### src/rtl/pl_shifter_pkg.sv
`timescale 1ns/1ps
package pl_shifter_pkg;
  typedef enum logic [1:0] {
    ACT_KEEP  = 2'd0,
    ACT_LOAD  = 2'd1,
    ACT_SHIFT = 2'd2
  } act_e;
endpackage

### src/rtl/pl_shifter_ctrl.sv
`timescale 1ns/1ps
module pl_shifter_ctrl
  import pl_shifter_pkg::*;
(
  input  logic stall_n,
  input  logic load_n,
  output act_e act
);
  // stall has priority over both load and shift
  always_comb begin
    if (stall_n)     act = ACT_KEEP;
    else if (!load_n) act = ACT_LOAD;
    else              act = ACT_SHIFT;
  end
endmodule

### src/rtl/pl_shifter_chain.sv
`timescale 1ns/1ps
module pl_shifter_chain
  import pl_shifter_pkg::*;
#(
  parameter int WIDTH = 8
) (
  input  logic             clk,
  input  logic             clr_n,
  input  act_e             act,
  input  logic             sin,
  input  logic [WIDTH-1:0] pin,
  output logic [WIDTH-1:0] q
);
  localparam int LAST = WIDTH - 1;

  logic [WIDTH-1:0] q_nxt;
  logic             upd_en;

  assign upd_en = (act != ACT_KEEP);

  // per-stage next-value selection
  for (genvar g = 0; g < WIDTH; g++) begin : g_stage
    logic feed;
    if (g == 0) begin : g_head
      assign feed = sin;
    end else begin : g_body
      assign feed = q[g-1];
    end
    assign q_nxt[g] = (act == ACT_LOAD) ? pin[g] : feed;
  end

  always_ff @(posedge clk or negedge clr_n) begin
    if (!clr_n)      q <= '0;
    else if (upd_en) q <= q_nxt;
  end

  AST_CLEAR_EMPTY: assert property (@(posedge clk) !clr_n |-> (q == '0))
    else $error("stages not empty under clear");

  AST_STALL_KEEP: assert property (@(posedge clk) disable iff (!clr_n)
    ($past(clr_n) && $past(act) == ACT_KEEP) |-> $stable(q))
    else $error("stages moved while stalled");

  AST_LOAD_COPY: assert property (@(posedge clk) disable iff (!clr_n)
    ($past(clr_n) && $past(act) == ACT_LOAD) |-> (q == $past(pin)))
    else $error("parallel load mismatch");

  AST_SHIFT_MOVE: assert property (@(posedge clk) disable iff (!clr_n)
    ($past(clr_n) && $past(act) == ACT_SHIFT) |-> (q == {$past(q[LAST-1:0]), $past(sin)}))
    else $error("shift mismatch");
endmodule

### src/rtl/pl_shifter.sv
`timescale 1ns/1ps
module pl_shifter
  import pl_shifter_pkg::*;
#(
  parameter int WIDTH = 8
) (
  input  logic             clk,
  input  logic             clr_n,
  input  logic             stall_n,
  input  logic             load_n,
  input  logic             sin,
  input  logic [WIDTH-1:0] pin,
  output logic             sout,
  output logic [WIDTH-1:0] stages
);
  act_e             act;
  logic [WIDTH-1:0] q;

  pl_shifter_ctrl u_ctrl (
    .stall_n (stall_n),
    .load_n  (load_n),
    .act     (act)
  );

  pl_shifter_chain #(.WIDTH(WIDTH)) u_chain (
    .clk   (clk),
    .clr_n (clr_n),
    .act   (act),
    .sin   (sin),
    .pin   (pin),
    .q     (q)
  );

  assign sout   = q[WIDTH-1];
  assign stages = q;

  AST_SOUT_LOW_IN_CLEAR: assert property (@(posedge clk) !clr_n |-> !sout)
    else $error("sout high under clear");

  AST_SOUT_AFTER_LOAD: assert property (@(posedge clk) disable iff (!clr_n)
    ($past(clr_n) && !$past(stall_n) && !$past(load_n)) |-> (sout == $past(pin[WIDTH-1])))
    else $error("sout not top bit after load");
endmodule

### config.mk
export PLATFORM = sky130hd
export DESIGN_NAME = pl_shifter
export DESIGN_NICKNAME = d
export VERILOG_FILES = /design/src/rtl/pl_shifter_pkg.sv /design/src/rtl/pl_shifter_ctrl.sv /design/src/rtl/pl_shifter_chain.sv /design/src/rtl/pl_shifter.sv
export SDC_FILE = /design/constraint.sdc
export NUM_CORES = 1
export LEC_CHECK = 0
export BUFFER_PORTS_ARGS = -buffer_cell sky130_fd_sc_hd__buf_2
export CELL_PAD_IN_SITES_DETAIL_PLACEMENT = 1
export CELL_PAD_IN_SITES_GLOBAL_PLACEMENT = 1
export CORE_AREA = 2 2 43 45
export CTS_CLUSTER_SIZE = 8
export DETAILED_ROUTE_END_ITERATION = 12
export DIE_AREA = 0 0 45 47
export MAX_ROUTING_LAYER = met4
export PLACE_DENSITY_LB_ADDON = 0.1
export SYNTH_ARGS = -nofsm -noshare
export SYNTH_HDL_FRONTEND = slang
export SYNTH_SLANG_ARGS = --single-unit
export TNS_END_PERCENT = 5
### constraint.sdc
create_clock -name clk -period 0.8 [get_ports clk]
set_input_delay 0.16 -clock clk [delete_from_list [all_inputs] [get_ports clk]]
set_output_delay 0.16 -clock clk [all_outputs]
set_load 0.05 [all_outputs]
==> flow_metrics.py <==
metrics = {
    "finish": {
        "diodes": 0,
        "largest_register_ffs": 8,
        "syn_to_final_growth_pct": 52.3,
        "nNetsFinal": 72,
        "top_register": "u_chain.q",
        "largestRegisters": "u_chain.q (8)",
        "final_layout_size_suffix_gt1_share_pct": 57.9,
    },
    "die": {
        "rows": 15,
        "die-area_sq_um": 2120,
        "die_h_microns": 47,
        "io_pins": 22,
        "die_w_microns": 45,
        "core_sq_um": 1650,
        "initial_core_util_pct": 23.0,
    },
    "clock_network": {
        "cts-htree-levels": 1,
        "clk_pin_slew_ps": 60,
        "cts_buffers": 3,
        "clock_latency_ps": 250,
        "cts_tree": "built",
        "cts_setup_buffers": 0,
        "clock-sinks": 8,
        "root_buffer": "clkbuf_4",
        "clock_path_buffers": 2,
    },
    "routing": {
        "wirelength_microns": 858,
        "drt_first_pass_iters": 1,
        "ant_nets": 0,
        "vias": 327,
        "vias_per_cell": 4.42,
        "wire_per_inst_microns": 11.6,
        "drt_iter0_drc": 0,
        "drc": 0,
    },
    "timing": {
        "finClkSkew_ps": 3.14,
        "hold-worst-slack_ps": 178,
        "fin_ws_ps": -194,
        "min_period_ps": 994,
        "slew-limit-headroom_pct": 82.5,
        "worst_pin_slew_ps": 263,
        "rsz0062_at_grt": "yes",
        "period_share_pct": 124,
        "hold_viol_final": 0,
        "clock.fmax_ghz": 1.01,
        "setup_viol": 10,
        "maxSlewViolCount": 0,
    },
    "synthesis": {
        "synth_common_cells": "8 x dfrtp_1, 8 x mux2i_1, 8 x nand2_1, 8 x o21ai_1, 2 x buf_6",
        "synth_cell_types": 6,
        "synth_area_sq_um": 380,
        "netlist_instances": 35,
        "ys_seq_area_share_pct": 52.6,
        "synth_top_family_by_area": "multiplexers",
        "synth_area_per_cell_sq_um": 10.9,
        "synth_top_area_share_pct": 52.6,
        "synth-compound-area-share_pct": 10.5,
        "ys_top_cells_by_area": "dfrtp_1 53%, mux2i_1 21%, o21ai_1 11%, nand2_1 7.9%, buf_6 5.9%",
        "synthAdderAreaFrac_pct": 0,
        "synthFlopType": "dfrtp_1",
        "synthArstFlopShare_pct": 100,
        "synth_xor_area_share_pct": 0,
        "syn_nets": 48,
        "synth-edff-count": 0,
        "muxShareOfSynthArea_pct": 21.1,
        "synth_simple_gate_area_share_pct": 7.89,
        "yosys_warnings": 0,
        "synth_top_area_cell": "dfrtp_1",
        "ys_ff_latch": 8,
    },
    "setup_path": {
        "path_cells": "buf_6",
        "worstSetupPathType": "register to primary output",
        "cpLargestDelayFamily": "flip-flops",
        "crit_required_ps": 640,
        "cp.buffers_inverters": 1,
        "cpPeakStageDelay_ps": 420,
        "path_max_fanout": 3,
        "worstPathArrival_ps": 830,
        "slowest_stage": "dfrtp_2",
        "cp-end-kind": "primary output",
        "crit_path_start_kind": "register",
    },
    "grt": {
        "grt_pass1_wl_mm": 1.48,
        "track_usage_pct": 11.0,
        "grt_pass1_vias": 328,
        "grt_max_degree": 17,
        "grt_overflow": 0,
        "antenna_found_initial": 0,
    },
    "pwr": {
        "ir_drop_mv": 1.08,
        "power_leakage_nw": 0.279,
        "power_density_nw_per_um2": 2240,
    },
    "placed_design": {
        "io_buffers": 21,
        "detailedPlace.worstSlack_ps": -78.8,
        "gp_congestion": 0.644,
        "dpl.hpwl_microns": 652,
    },
    "status": {
        "status": "finished, violations left",
        "violations": "negative setup slack",
    },
    "min_path": {
        "hp-class": "input pin to register",
    },
    "run": {
        "max_cap_viol_count": 0,
    },
}
==> metrics by stage <==
step	cell area (sq um)	util, %	std cells	power, mW	TNS, ps
after global placement	487	29.5	70	0.911	-237
final	579	35.1	74	1.30	-1700
after CTS	576	34.8	74	1.33	-1860
after detailed placement	487	29.5	70	0.912	-339
after floorplan	398	-	35	0.823	-358
after global routing	579	35.1	74	1.39	-2130
==> repair_timing <==
action                                 4_1_cts  5_1_grt
hold buffers                                 1        0
resized for setup                           18        1
setup endpoints to repair                    9       11
pin swaps                                    0        0
endpoints found under the hold margin        8        0
==> placed cells by master (no fill, tap or decap) <==
cell type,netlist,final
mux2i_2,0,1
dlygate4sd3_1,0,1
buf_2,0,12
buf_6,2,9
dfrtp_2,0,8
mux2i_1,8,7
o21ai_1,8,8
nand2_1,8,8
clkbuf_4,0,3
==> power breakdown <==
part	switching, mW	total [mW]	internal, mW
clock network	0.139	0.311	0.172
registers	0.0507	0.517	0.466
logic	0.294	0.472	0.179
==> cells by family after synthesis <==
family                 count (synthesis)
AO/OA/AOI/OAI                          8
buffers and inverters                  3
AND/OR/NAND/NOR                        8
multiplexers                           8
flip-flops                             8
==> final timing paths <==
| kind | start | endpoint | slack [ps] | cells after the start |
|---|---|---|---|---|
| setup reg to reg | u_chain.q[4] | u_chain.q[5] | -20 | 2 |
| max in group asynchronous | clr_n | u_chain.q[6] | 330 | 2 |
| hold reg to reg | u_chain.q[3] | u_chain.q[3] | 520 | 2 |
| setup / recovery | u_chain.q[4] | stages[4] | -190 | 1 |
| hold / removal | pin[6] | u_chain.q[6] | 180 | 3 |
| min in group asynchronous | clr_n | u_chain.q[3] | 280 | 2 |
==> layer usage <==
metal,global-route usage [%],part of all wire [%]
met1,11.5,46
met2,15.7,44
met3,7.31,9.7
met4,5.29,0.58
met5,-,0
==> final cells by class <==
cell class,instances,area (sq um)
Clock buffer,3,22.5
Fill cell,205,1070
Multi-Input combinational cell,24,154
Sequential cell,8,210
Tap cell,17,21.3
Timing Repair Buffer,22,171
Note: power is estimated with default switching activity, not from simulation.
